`src/rtl/sfifo_pkg.sv`:
```
package sfifo_pkg;

  typedef enum logic {
    LINK_ASYNC   = 1'b0,
    LINK_CLOCKED = 1'b1
  } link_mode_e;

  // Receive threshold: the code-1 step depends on the link mode.
  function automatic int unsigned rx_threshold(logic [1:0] code, link_mode_e mode);
    unique case (code)
      2'd0:    return 1;
      2'd1:    return (mode == LINK_CLOCKED) ? 2 : 4;
      2'd2:    return 8;
      default: return 14;
    endcase
  endfunction

  // Transmit threshold in bytes still queued.
  function automatic int unsigned tx_threshold(logic [1:0] code);
    unique case (code)
      2'd0:    return 8;
      2'd1:    return 4;
      2'd2:    return 2;
      default: return 0;
    endcase
  endfunction

endpackage

```
`src/rtl/sfifo_store.sv`:
```
module sfifo_store #(
  parameter int DATA_W = 8,
  parameter int DEPTH  = 16,
  localparam int PTR_W = $clog2(DEPTH),
  localparam int LVL_W = $clog2(DEPTH + 1)
) (
  input  logic              clk,
  input  logic              rst_n,
  input  logic              flush,
  input  logic              push,
  input  logic [DATA_W-1:0] wdata,
  input  logic              pop,
  output logic [DATA_W-1:0] rdata,
  output logic [LVL_W-1:0]  level,
  output logic [LVL_W-1:0]  level_nxt,
  output logic              overrun,
  output logic              underrun
);

  logic [DATA_W-1:0] mem [DEPTH];
  logic [PTR_W-1:0]  wr_ptr, wr_ptr_nxt, rd_ptr, rd_ptr_nxt;
  logic              ovr_nxt, und_nxt;
  logic              is_full, is_empty, push_ok, pop_ok;

  assign is_full  = (level == LVL_W'(DEPTH));
  assign is_empty = (level == '0);
  assign push_ok  = push && !is_full && !flush;
  assign pop_ok   = pop && !is_empty && !flush;

  function automatic logic [PTR_W-1:0] bump(logic [PTR_W-1:0] p);
    return (p == PTR_W'(DEPTH - 1)) ? '0 : p + 1'b1;
  endfunction

  always_comb begin
    wr_ptr_nxt = wr_ptr;
    rd_ptr_nxt = rd_ptr;
    level_nxt  = level;
    ovr_nxt    = 1'b0;
    und_nxt    = 1'b0;
    if (flush) begin
      wr_ptr_nxt = '0;
      rd_ptr_nxt = '0;
      level_nxt  = '0;
    end else begin
      ovr_nxt = push && is_full;
      und_nxt = pop && is_empty;
      if (push_ok) wr_ptr_nxt = bump(wr_ptr);
      if (pop_ok)  rd_ptr_nxt = bump(rd_ptr);
      unique case ({push_ok, pop_ok})
        2'b10:   level_nxt = level + 1'b1;
        2'b01:   level_nxt = level - 1'b1;
        default: level_nxt = level;
      endcase
    end
  end

  always_ff @(posedge clk or negedge rst_n) begin
    if (!rst_n) begin
      wr_ptr   <= '0;
      rd_ptr   <= '0;
      level    <= '0;
      overrun  <= 1'b0;
      underrun <= 1'b0;
    end else begin
      wr_ptr   <= wr_ptr_nxt;
      rd_ptr   <= rd_ptr_nxt;
      level    <= level_nxt;
      overrun  <= ovr_nxt;
      underrun <= und_nxt;
    end
  end

  // Storage array carries no reset.
  always_ff @(posedge clk) begin
    if (push_ok) mem[wr_ptr] <= wdata;
  end

  assign rdata = mem[rd_ptr];

endmodule

```
`src/rtl/sfifo_flag.sv`:
```
module sfifo_flag #(
  parameter int LVL_W = 5,
  parameter bit IS_TX = 1'b0
) (
  input  logic             clk,
  input  logic             rst_n,
  input  logic             flush,
  input  logic             clr,
  input  logic [LVL_W-1:0] level_nxt,
  input  logic [LVL_W-1:0] thresh_nxt,
  output logic             flag
);

  localparam logic RST_VAL = IS_TX;

  logic cond, flag_nxt;

  generate
    if (IS_TX) begin : g_space
      assign cond     = (level_nxt <= thresh_nxt);
      assign flag_nxt = cond || (flag && !clr);
    end else begin : g_ready
      assign cond     = (level_nxt >= thresh_nxt);
      assign flag_nxt = !flush && (cond || (flag && !clr));
    end
  endgenerate

  always_ff @(posedge clk or negedge rst_n) begin
    if (!rst_n) flag <= RST_VAL;
    else        flag <= flag_nxt;
  end

endmodule

```
`src/rtl/serial_fifo_flags.sv`:
```
module serial_fifo_flags
  import sfifo_pkg::*;
#(
  parameter int DATA_W = 8,
  parameter int DEPTH  = 16,
  localparam int LVL_W = $clog2(DEPTH + 1)
) (
  input  logic              clk,
  input  logic              rst_n,
  input  logic              cfg_wr,
  input  logic              cfg_sync_mode,
  input  logic [1:0]        cfg_rx_trig,
  input  logic [1:0]        cfg_tx_trig,
  input  logic              rx_push,
  input  logic [DATA_W-1:0] rx_wdata,
  input  logic              rx_pop,
  output logic [DATA_W-1:0] rx_rdata,
  input  logic              rx_flush,
  input  logic              rx_flag_clr,
  output logic [LVL_W-1:0]  rx_level,
  output logic              rx_ready_flag,
  output logic              rx_overrun,
  output logic              rx_underrun,
  input  logic              tx_push,
  input  logic [DATA_W-1:0] tx_wdata,
  input  logic              tx_pop,
  output logic [DATA_W-1:0] tx_rdata,
  input  logic              tx_flush,
  input  logic              tx_flag_clr,
  output logic [LVL_W-1:0]  tx_level,
  output logic              tx_space_flag,
  output logic              tx_overrun,
  output logic              tx_underrun
);

  link_mode_e mode_q, mode_nxt;
  logic [1:0] rx_trig_q, rx_trig_nxt, tx_trig_q, tx_trig_nxt;
  logic [LVL_W-1:0] rx_thr_nxt, tx_thr_nxt, rx_thr_cur, tx_thr_cur;
  logic [LVL_W-1:0] rx_level_nxt, tx_level_nxt;

  // Configuration next state with an explicit load enable.
  always_comb begin
    mode_nxt    = mode_q;
    rx_trig_nxt = rx_trig_q;
    tx_trig_nxt = tx_trig_q;
    if (cfg_wr) begin
      mode_nxt    = link_mode_e'(cfg_sync_mode);
      rx_trig_nxt = cfg_rx_trig;
      tx_trig_nxt = cfg_tx_trig;
    end
  end

  always_ff @(posedge clk or negedge rst_n) begin
    if (!rst_n) begin
      mode_q    <= LINK_ASYNC;
      rx_trig_q <= 2'b00;
      tx_trig_q <= 2'b00;
    end else begin
      mode_q    <= mode_nxt;
      rx_trig_q <= rx_trig_nxt;
      tx_trig_q <= tx_trig_nxt;
    end
  end

  // Flags compare against the configuration in force after this edge.
  assign rx_thr_nxt = LVL_W'(rx_threshold(rx_trig_nxt, mode_nxt));
  assign tx_thr_nxt = LVL_W'(tx_threshold(tx_trig_nxt));
  assign rx_thr_cur = LVL_W'(rx_threshold(rx_trig_q, mode_q));
  assign tx_thr_cur = LVL_W'(tx_threshold(tx_trig_q));

  sfifo_store #(.DATA_W(DATA_W), .DEPTH(DEPTH)) u_rx_store (
    .clk(clk), .rst_n(rst_n), .flush(rx_flush),
    .push(rx_push), .wdata(rx_wdata), .pop(rx_pop), .rdata(rx_rdata),
    .level(rx_level), .level_nxt(rx_level_nxt),
    .overrun(rx_overrun), .underrun(rx_underrun)
  );

  sfifo_store #(.DATA_W(DATA_W), .DEPTH(DEPTH)) u_tx_store (
    .clk(clk), .rst_n(rst_n), .flush(tx_flush),
    .push(tx_push), .wdata(tx_wdata), .pop(tx_pop), .rdata(tx_rdata),
    .level(tx_level), .level_nxt(tx_level_nxt),
    .overrun(tx_overrun), .underrun(tx_underrun)
  );

  sfifo_flag #(.LVL_W(LVL_W), .IS_TX(1'b0)) u_rx_flag (
    .clk(clk), .rst_n(rst_n), .flush(rx_flush), .clr(rx_flag_clr),
    .level_nxt(rx_level_nxt), .thresh_nxt(rx_thr_nxt), .flag(rx_ready_flag)
  );

  sfifo_flag #(.LVL_W(LVL_W), .IS_TX(1'b1)) u_tx_flag (
    .clk(clk), .rst_n(rst_n), .flush(tx_flush), .clr(tx_flag_clr),
    .level_nxt(tx_level_nxt), .thresh_nxt(tx_thr_nxt), .flag(tx_space_flag)
  );

endmodule

```
`config.mk`:
```
export PLATFORM = sky130hd
export DESIGN_NAME = serial_fifo_flags
export DESIGN_NICKNAME = d
export VERILOG_FILES = /design/src/rtl/sfifo_pkg.sv /design/src/rtl/sfifo_store.sv /design/src/rtl/sfifo_flag.sv /design/src/rtl/serial_fifo_flags.sv
export SDC_FILE = /design/constraint.sdc
export NUM_CORES = 1
export LEC_CHECK = 0
export BUFFER_PORTS_ARGS = -buffer_cell sky130_fd_sc_hd__buf_2
export CAP_MARGIN = 40
export CELL_PAD_IN_SITES_DETAIL_PLACEMENT = 0
export CELL_PAD_IN_SITES_GLOBAL_PLACEMENT = 1
export CORE_ASPECT_RATIO = 1.2
export CORE_MARGIN = 2
export CORE_UTILIZATION = 45
export CTS_CLUSTER_SIZE = 25
export DETAILED_ROUTE_END_ITERATION = 7
export PLACE_DENSITY = 0.7
export RECOVER_POWER = 50
export SYNTH_ARGS = -nofsm -noshare
export SYNTH_HDL_FRONTEND = slang
export SYNTH_HIERARCHICAL = 1
export SYNTH_SLANG_ARGS = --single-unit
```
`constraint.sdc`:
```
create_clock -name clk -period 3.24 [get_ports clk]
set_input_delay 0.324 -clock clk [delete_from_list [all_inputs] [get_ports clk]]
set_output_delay 0.324 -clock clk [all_outputs]
set_load 0.05 [all_outputs]
```
* Yosys cells after proc, flatten, opt, wreduce, memory -nomap -nowiden
Memories as Yosys holds them, arrays and structs flattened. Index checks and enable logic that the tools add are counted.
Word-level totals: bits in writable memories 256, input bits 32, flip-flop bits (word level) 37, memories kept 2, output and inout bits 32, logic and storage cells 104
Memory list:
- u_rx_store.mem | words 16, width 8, rd ports 1, clocked after memory_dff 0, wr ports 1, RTL line sfifo_store.sv:20 | logic [DATA_W-1:0] mem [DEPTH];
- u_tx_store.mem | words 16, width 8, rd ports 1, clocked after memory_dff 0, wr ports 1, RTL line sfifo_store.sv:20
Operators by class: eq/ne operators 14, $add $sub $neg 8, order comparisons 2, multiplexer cells 30, reduce and logical (&&, ||, !) cells 33
Operator list (number):
- 2-to-1 mux 4 bit | 12
- case mux 4 bit (3 select lines) | 2
- case mux 5 bit (2 select lines) | 2
- adder 4 x 1 -> 4 bit, second input constant | 4
- == test 4 bit, second input constant | 4
- logical AND 1 bit | 15
- adder 5 x 1 -> 5 bit, second input constant | 2
- == test 5 bit, second input constant | 2
- zero test 5 bit | 2
- 2-to-1 mux 5 bit | 2
- subtractor 5 x 1 -> 5 bit, second input constant | 2
- 2-to-1 mux 1 bit | 9
- == test 2 x 1 -> 1 bit, second input constant | 4
- == test 2 bit, second input constant | 4
- zero test 1 bit | 8
- nonzero test 2 bit | 4
- greater-or-equal comparator 5 x 4 -> 1 bit | 1
- less-or-equal comparator 5 x 4 -> 1 bit | 1
- zero test 2 bit | 2
- 2-to-1 mux 2 bit | 2
- 2-to-1 mux 3 bit | 1
- logical OR 1 bit | 2

* Depth between registers and ports, before layout
Gate-level depths: netlist of the first run.
word-level depth 10, mapped depth 18, gate-level depth less buffers 15

* By module
Netlist of the first run, hierarchy kept.
Modules (own cells, without submodules):
- sfifo_store at u_rx_store | cells an instance 358, seq. area each 4219.0 um^2, instances 1, area an instance 6019.5 um^2
- sfifo_store at u_tx_store | cells an instance 354, seq. area each 4219.0 um^2, instances 1, area an instance 5989.5 um^2
- serial_fifo_flags | cells an instance 18, seq. area each 125.1 um^2, instances 1, area an instance 241.5 um^2
- sfifo_flag at u_rx_flag | cells an instance 18, seq. area each 25.0 um^2, instances 1, area an instance 158.9 um^2
- sfifo_flag at u_tx_flag | cells an instance 21, seq. area each 26.3 um^2, instances 1, area an instance 157.7 um^2

* Least setup slack after synthesis of the first run
Ideal clock, no wire load.
kind reg-to-reg, from reg u_tx_store.level[0], to reg u_tx_flag.flag, data required time 3167 ps, cell stages (with the launch flop) 17, setup slack -538 ps, path buffers 2, data arrival time 3704 ps, cells stage by stage dfrtp_1 -> or4_1 -> buf_6 -> o21ai_4 -> nor2_1 -> ha_1 -> buf_2 -> xor2_1 -> ha_1 -> a21o_1 -> a22oi_1 -> nor3_1 -> or3_1 -> ha_1 -> nand4_1 -> o22ai_1 -> o21bai_1
On the way: longest elaborated chain between the ends 9
Ends and longest elaborated chain:
- start, declared | RTL line sfifo_store.sv:14 | output logic [LVL_W-1:0] level,
- start signal, assigned | RTL line sfifo_store.sv:67 | level <= level_nxt;
- == test 5 bit or zero test 5 bit (tied branches) | RTL line sfifo_store.sv:25, sfifo_store.sv:26
- zero test 1 bit (on tied branches) | RTL line sfifo_store.sv:27, sfifo_store.sv:28
- logical AND 1 bit (on tied branches) (2 in series) | RTL line sfifo_store.sv:27, sfifo_store.sv:28
- == test 2 x 1 -> 1 bit or == test 2 bit (tied branches) | RTL line sfifo_store.sv:49 | unique case ({push_ok, pop_ok})
- case mux 5 bit (2 select lines) * | RTL line sfifo_store.sv:49
- 2-to-1 mux 5 bit * | RTL line sfifo_store.sv:40 | if (flush) begin
- net tx_level_nxt[4] | RTL line serial_fifo_flags.sv:39 | logic [LVL_W-1:0] rx_level_nxt, tx_level_nxt;
- less-or-equal comparator 5 x 4 -> 1 bit * | RTL line sfifo_flag.sv:20 | assign cond = (level_nxt <= thresh_nxt);
- logical OR 1 bit * | RTL line sfifo_flag.sv:21 | assign flag_nxt = cond || (flag && !clr);
- net u_tx_flag.flag_nxt | RTL line sfifo_flag.sv:16 | logic cond, flag_nxt;
- end signal, assigned | RTL line sfifo_flag.sv:30 | else flag <= flag_nxt;
- end, declared | RTL line sfifo_flag.sv:11 | output logic flag
The timed path passes the listed nets; every way through them passes the cells marked *. A chain may end at the register's enable or synchronous reset.

* Worst setup path after layout of the first run
from reg u_rx_store.level[2], to reg u_rx_flag.flag
On the way: longest elaborated chain between the ends 10
Ends and longest elaborated chain:
- start, declared | RTL line sfifo_store.sv:14
- start signal, assigned | RTL line sfifo_store.sv:67
- == test 5 bit or zero test 5 bit (tied branches) | RTL line sfifo_store.sv:25, sfifo_store.sv:26
- zero test 1 bit (on tied branches) | RTL line sfifo_store.sv:27, sfifo_store.sv:28
- logical AND 1 bit (on tied branches) (2 in series) | RTL line sfifo_store.sv:27, sfifo_store.sv:28
- == test 2 x 1 -> 1 bit or == test 2 bit (tied branches) | RTL line sfifo_store.sv:49
- case mux 5 bit (2 select lines) * | RTL line sfifo_store.sv:49
- 2-to-1 mux 5 bit * | RTL line sfifo_store.sv:40
- net rx_level_nxt[3] | RTL line serial_fifo_flags.sv:39
- greater-or-equal comparator 5 x 4 -> 1 bit * | RTL line sfifo_flag.sv:23 | assign cond = (level_nxt >= thresh_nxt);
- logical OR 1 bit * | RTL line sfifo_flag.sv:24 | assign flag_nxt = !flush && (cond || (flag && !clr));
- logical AND 1 bit * | RTL line sfifo_flag.sv:24
- net u_rx_flag.flag_nxt | RTL line sfifo_flag.sv:16
- end signal, assigned | RTL line sfifo_flag.sv:30
- end, declared | RTL line sfifo_flag.sv:11
Marked as above.

==> metrics.md, run 1 <==
| Metric | Value |
|---|---|
| Worst VDD drop | 0.3984 mV |
| Outcome | finished with violations |
| First-pass GRT wire length | 39.44 mm |
| Seq/Total Area, Yosys | 68.55% |
| Netlist cell types | 62 |
| Wirelength, routed | 25.37 mm |
| CTS buffer count | 29 |
| Most common cell after layout, fill and taps aside | edfxtp_1 |
| Post-Syn Area | 12570 sq um |
| Height of the die | 187.1 microns |
| Maximum clock frequency | 305.3 MHz |
| Pre-CTS WS | -74.27 ps |
| Slew @ Worst Pin | 2055 ps |
| Ys Warns | 6 |
| Yosys top cell by area | edfxtp_1 |
| Initial antenna violation count | 0 |
| Final ANT Viol Nets | 0 |
| Initial cell density of the core | 45.43% |
| Initial DRC count | 431 |
| CTS tree | done |
| Final setup viols | 2 |
| Kind of critical path | flip-flop to flip-flop |
| Worst Path Required | 3660 ps |
| Reg clk slew, reported paths | 60 ps |
| Unrepaired setup endpoints after global routing | true |
| Worst Hold Class | input port to flip-flop |
| Setup WS post-layout | -35.85 ps |
| Clock Power Share | 31.7% |
| Die Wd | 156.6 microns |
| Input/output buffers | 63 |
| Area grow syn2layout | 15.39% |
| GRT Util Overall | 17.40% |
| Syn avg cell area | 16.34 sq um |
| Syn Inst Count | 769 |
| Hold WS | 52.44 ps |
| Max-slew headroom | -37.01% |
| I/O Pins | 64 |
| Sequential share of power | 40.7% |
| Crit path time final | 3276 ps |
| Wire length per cell | 20.61 microns |
| Arrival @ worst endpoint | 3690 ps |
| Period utilisation layout | 101.1% |
| Commonest register cell after synthesis | edfxtp_1 |
| GP Congestion | 0.8131 |
| DR vias | 6956 |
| Filler Cell Count | 2267 |
| Int Pwr | 0.007591 W |
| Worst setup SP type | flip-flop |
| Failing checks | capacitance limit, slew limit, setup timing |
| Cell Rows | 67 |
| Clk root buf | clkbuf_16 |
| Non-filler cells, final | 1231 |
| Placed Cells | 1167 |
| Area contributors post-synth | edfxtp_1 (61%), dfrtp_1 (7.2%), mux2i_1 (5.7%) |
| Post-DP HPWL | 16.92 mm |
| FF/Latch Area | 8627 sq um |
| Max-cap viol count | 1 |
| Fin. max-slew vios | 36 |
| Comb power frac | 27.6% |
| EDFF count, synth | 256 |
| Commonest non-fill, non-tap cells in the layout | edfxtp_1 (256), mux2i_1 (72), buf_2 (46) |
| Sink Count | 293 |
| Leakage | 5.140 nW |
| Clock Skew | 12.30 ps |
| # diodes | 0 |
| Layout Utilization | 52.42% |
| Power Density | 745.6 nW/um^2 |
| Peak fanout along the critical path | 5 |
| Switching part of the total | 29.79% |
| Vias/cell | 5.651 |
| Die area | 29280 sq um |
| Core area | 27660 sq um |
| Footprint of the multi-input gates | 3724 sq um |
| Final Hold Violating Endpoints | 0 |
| Share of cells above drive strength 1 | 23.02% |
| H-Tree Depth | 1 |
| Largest net degree at the start of global routing | 49 |
| DR DRC count | 0 |
| Yosys top cell area share | 61.17% |
| Global route overflow | 0 |
| Fraction of registers with async set/reset | 12.63% |
| Clk_lat worst skew | 540 ps |
| CP Capture Type | flip-flop |
| Sw power | 0.003221 W |
| Nets | 921 |
| FF+latch count, synth | 293 |
| CTS max path bufs | 3 |
| DRT Pass-1 Iters | 4 |
| Vias in the first global route | 7151 |
## power by group through the flow
stage	Clock (W)	Sequential (W)	Combinational (W)
after global placement	0	0.00447	0.00286
after global routing	0.00365	0.00442	0.00322
final	0.00342	0.00440	0.00299
after CTS	0.00350	0.00440	0.00295
after detailed placement	0	0.00448	0.00291
after floorplan	0	0.00466	0.00203
## area by class of cell
| type | instances | share of cell area, % |
|---|---|---|
| Clock buffer | 38 | 5.375 |
| Clock inverter | 16 | 1.424 |
| Inverter | 30 | 0.7938 |
| Multi-Input combinational cell | 407 | 25.68 |
| Sequential cell | 293 | 59.49 |
| Tap cell | 345 | 2.977 |
| Timing Repair Buffer | 102 | 4.262 |
## final timing paths
check	to	from	slack, ps	depth (start not counted)
max	u_rx_flag/flag	u_rx_store/level[2]	-40	12
min	u_rx_store/overrun	rx_push	50	3
max reg2reg	u_rx_flag/flag	u_rx_store/level[2]	-40	12
min reg2reg	rx_trig_q[0]	rx_trig_q[0]	520	1
max in group asynchronous	u_tx_store/rd_ptr[0]	rst_n	800	3
min in group asynchronous	rx_trig_q[1]	rst_n	130	2
## through the flow
step / TNS [ps] / total power, W / area [sq um]
2_1_floorplan: -560.3 / 0.006692 / 12660
3_3_place_gp: 0 / 0.007329 / 13390
3_5_place_dp: -78.12 / 0.007394 / 13410
4_1_cts: -16.32 / 0.01085 / 14420
5_1_grt: -307.6 / 0.01129 / 14500
6_report: -58.12 / 0.01081 / 14500
## synthesized netlist by cell type (all sizes together) (2+ instances only)
cell type / count
edfxtp: 256
clkbuf: 11
and3: 29
nor4b: 2
or3: 6
a21oi: 16
ha: 26
o211a: 2
dfrtp: 36
nand2: 27
nor2b: 15
mux2: 6
a32oi: 2
nor4: 2
a21o: 6
nand2b: 3
mux4: 32
or3b: 2
nand3: 2
a31oi: 3
a311o: 3
a221oi: 33
inv: 30
or4: 2
and2: 8
a22oi: 18
or4bb: 2
o211ai: 3
o21ai: 29
nor3: 7
xor2: 9
o22ai: 2
buf: 30
mux2i: 72
nor2: 24
## kinds of logic after synthesis
| family | Yosys count | share of synthesized area, % |
|---|---|---|
| fa+ha+maj | 26 | 2.589 |
| other cells | 1 | 0.02984 |
| simple gates | 134 | 5.944 |
| compound gates | 124 | 7.348 |
| buf+inv | 71 | 2.778 |
| flops | 293 | 68.55 |
| xor+xnor | 10 | 0.6970 |
| mux | 110 | 12.07 |
## what timing repair did
item	CTS	global route
pin swaps	2	14
buffers inserted	1	8
endpoints found under the setup margin	2	2
hold buffers	1	0
endpoints found under the hold margin	36	0
gates resized for setup	2	14
## registers in the layout, summed over array words and instances (netlist names), 2 cells and up
signal,cells
u_rx_store/mem,128
u_tx_store/mem,128
u_rx_store/level,5
u_tx_store/level,5
u_rx_store/rd_ptr,4
u_rx_store/wr_ptr,4
u_tx_store/rd_ptr,4
u_tx_store/wr_ptr,4
rx_trig_q,2
tx_trig_q,2
## critical path, stage by stage, from the launching register on
cell and delay [ps]:
dfrtp_2 410, or4_4 560, o21ai_4 150, nor2_2 70, ha_1 220, buf_4 160, nor2b_1 140, o21ai_0 390
a31oi_4 130, mux2_4 340, ha_1 220, a221oi_2 260, o22ai_1 100
## per-layer routing
metal | track usage (%) | wire, microns | up-vias
met4 | 4.128 | 472 | 0
met3 | 2.247 | 880 | 33
met5 | 0 | 0 | -
li1 | - | - | 3219
met1 | 19.97 | 9675 | 3556
met2 | 33.82 | 14350 | 148
Note: power is estimated with default switching activity, not from simulation.
==> run 2: changes to the inputs <==
- CORE_UTILIZATION: 45 -> 30
- CTS_BUF_LIST: not set -> sky130_fd_sc_hd__clkbuf_4
- PLACE_DENSITY: 0.7 -> 0.49
==> run 2 against run 1 <==
Against the previous run: the run ends with capacitance limit, slew limit left; combinational power increased by 1%; count of clock-buffer cells in the layout increased by 81; hold slack improved by 380 ps; wire length increased by 16%; sequential share of layout area decreased by 2.8 points; total power decreased by 1.5%; critical path depth increased by 2; clock power decreased by 7.6%; register-to-register slack improved by 60 ps; cell area increased by 5.1%; first-iteration DRC count decreased by 36%; non-clock buffer count increased by 45; critical endpoint is now u_tx_flag/flag.
==> metrics.md, run 2 (synthesis results as in run 1) <==
| Metric | Value |
|---|---|
| Outcome | finished with violations |
| Failing checks | capacitance limit, slew limit |
| Worst setup SP type | flip-flop |
| GRT met2 Usage | 24.60% (-9.2 points) |
| Leakage | 5.472 nW (+6.5%) |
| Global route overflow | 0 (unchanged) |
| Initial antenna violation count | 1 (+1) |
| First-pass GRT wire length | 45.15 mm (+14%) |
| Max-slew headroom | -4.793% (+32 points) |
| I/O Pins | 64 (unchanged) |
| Buf/Inv on CP | 1 (unchanged) |
| Clk_lat worst skew | 740 ps (+200 ps) |
| TNS Setup | 0 ps (+58.12 ps) |
| Crit-path cells | or4_4 > o21ai_4 > nor2_2 > ha_2 > xor2_1 > ha_2 > inv_1 > a32oi_2 > o2bb2ai_1 > or3_4 > ha_4 > nand4_1 > o22ai_1 > o21bai_1 |
| Worst VDD drop | 0.3294 mV (-17%) |
| Input/output buffers | 63 (unchanged) |
| Unrepaired setup endpoints after global routing | true |
| DRT Pass-1 Iters | 4 (unchanged) |
| Commonest non-fill, non-tap cells in the layout | edfxtp_1 (256), clkbuf_4 (119), mux2i_1 (72) |
| Kind of critical path | flip-flop to flip-flop |
| Period utilisation layout | 99.15% (-2.0 points) |
| Worst Path Required | 3870 ps (+210 ps) |
| Clk root buf | clkbuf_4 |
| Worst path max stage delay | 550 ps (about the same) |
| GRT Util Overall | 13.94% (-3.5 points) |
| Cell Rows | 82 (+22%) |
| Wirelength, routed | 29.49 mm (+16%) |
| Clock Skew | 46.41 ps (+34.11 ps) |
| Initial cell density of the core | 30.24% (-15 points) |
| Maximum clock frequency | 311.3 MHz (+2.0%) |
| Final setup viols | 0 (-2) |
| Height of the die | 228.2 microns (+22%) |
| Met1 usage | 16.03% (-3.9 points) |
| Sink Count | 293 (unchanged) |
| Slew @ Worst Pin | 1572 ps (-483.2 ps) |
| Dpl cell area | 13760 sq um (+2.6%) |
| Vias in the first global route | 7566 (+5.8%) |
| Wire length per cell | 18.87 microns (-8.5%) |
| GP Congestion | 0.7406 (-8.9%) |
| Largest net degree at the start of global routing | 28 (-43%) |
| Crit path time final | 3212 ps (-63.43 ps) |
| CTS max path bufs | 3 (unchanged) |
| Most frequent CP cell | ha_2 |
| Reg clk slew, reported paths | 60 ps (about the same) |
| CTS tree | done |
| Crit-path leading delay family | simple AND/OR/NAND/NOR gates |
| Area grow syn2layout | 21.24% |
| Met3 Use GR | 3.646% (+1.4 points) |
| DR DRC count | 0 (unchanged) |
| Most common cell after layout, fill and taps aside | edfxtp_1 |
| Busiest grt layer | met2 |
| Peak fanout along the critical path | 4 (-1) |
| Final Hold Violating Endpoints | 0 (unchanged) |
| Power Density | 699.3 nW/um^2 (-6.2%) |
| Die area | 43550 sq um (+49%) |
| Final ANT Viol Nets | 0 (unchanged) |
| Fin area | 15240 sq um (+5.1%) |
| Share of cells above drive strength 1 | 29.78% (+6.8 points) |
| DR vias | 7254 (+4.3%) |
| Core area | 41550 sq um (+50%) |
| Arrival @ worst endpoint | 3840 ps (+150 ps) |
| Worst Hold Class | input port to flip-flop |
| Post-DP HPWL | 19.27 mm (+14%) |
| Vias/cell | 4.641 (-18%) |
| Max-cap viol count | 1 (unchanged) |
| CTS buffer count | 78 (+170%) |
| Largest registers | u_rx_store/mem: 128 flops, u_tx_store/mem: 128 flops |
| CP Capture Type | flip-flop |
| Die Wd | 190.8 microns (+22%) |
| H-Tree Depth | 3 (+2) |
| Slowest stage cell, crit path | or4_4 |
| Fin. max-slew vios | 28 (-22%) |
| Initial DRC count | 274 (-36%) |
| Nets | 1015 (+10%) |
run 2: final cells by class:
type,count,area (sq um)
antenna,3,7.507
clock buffer,119,893.4
clock inverter,18,81.33
fill,4003,26320
inverter,30,112.6
multi-input combinational,407,3774
sequential,293,8633
tap,546,683.2
timing repair buffer,147,1051
run 2: repair_timing:
item | CTS | global route
setup endpoints to repair | 16 | 11
hold endpoints to repair | 321 | 0
resized for setup | 15 | 15
hold buffers | 40 | 0
pin swaps | 3 | 0
buffers inserted | 1 | 1
gates cloned | 0 | 0
run 2: per-stage QoR:
step | worst slack (ps) | power (W) | hold slack (ps) | cells | util [%]
2_1_floorplan | -303.1 | 0.006692 | 28.41 | 771 | -
3_3_place_gp | 26.65 | 0.007550 | 505.4 | 1380 | 33.06
3_5_place_dp | -20.19 | 0.007542 | 236.2 | 1381 | 33.10
4_1_cts | 1.039 | 0.01091 | 6.313 | 1559 | 36.60
5_1_grt | -160.9 | 0.01131 | 443.8 | 1561 | 36.65
6_report | 27.58 | 0.01065 | 434.0 | 1563 | 36.67
run 2: per-layer routing:
layer  vias to the layer above  share of wire (%)
met5                         -                  0
met4                         0                2.1
met1                      3604                 41
met2                       146                 53
li1                       3458                  -
met3                        46                4.0
run 2: final timing paths:
kind	cells after the start	start	slack (ps)	to
max in group asynchronous	3	rst_n	1430	u_rx_store/rd_ptr[0]
max reg2reg	14	u_tx_store/level[2]	30	u_tx_flag/flag
max	14	u_tx_store/level[2]	30	u_tx_flag/flag
min	8	cfg_wr	430	u_tx_flag/flag
min reg2reg	1	u_rx_store/wr_ptr[3]	610	u_rx_store/wr_ptr[3]
min in group asynchronous	3	rst_n	660	u_tx_store/underrun
run 2: worst reg2reg max path: cells and delay by family (launching register included):
kind                       cells  cell delay (ps)
and+or+nand+nor                4             1100
AOI/OAI and AO/OA              5              730
adders and majority gates      3              720
DFF                            1              390
xor gates and xnor gates       1              140
buffers and inverters          1               60
run 2: where the power goes:
group | total [W] | switching, W | internal [W] | leakage, nW
registers | 0.00446 | 0.000185 | 0.00427 | 2.78
clock network | 0.00316 | 0.00149 | 0.00167 | 0.583
logic | 0.00303 | 0.00175 | 0.00128 | 2.11
total | 0.0107 | 0.00343 | 0.00722 | 5.47
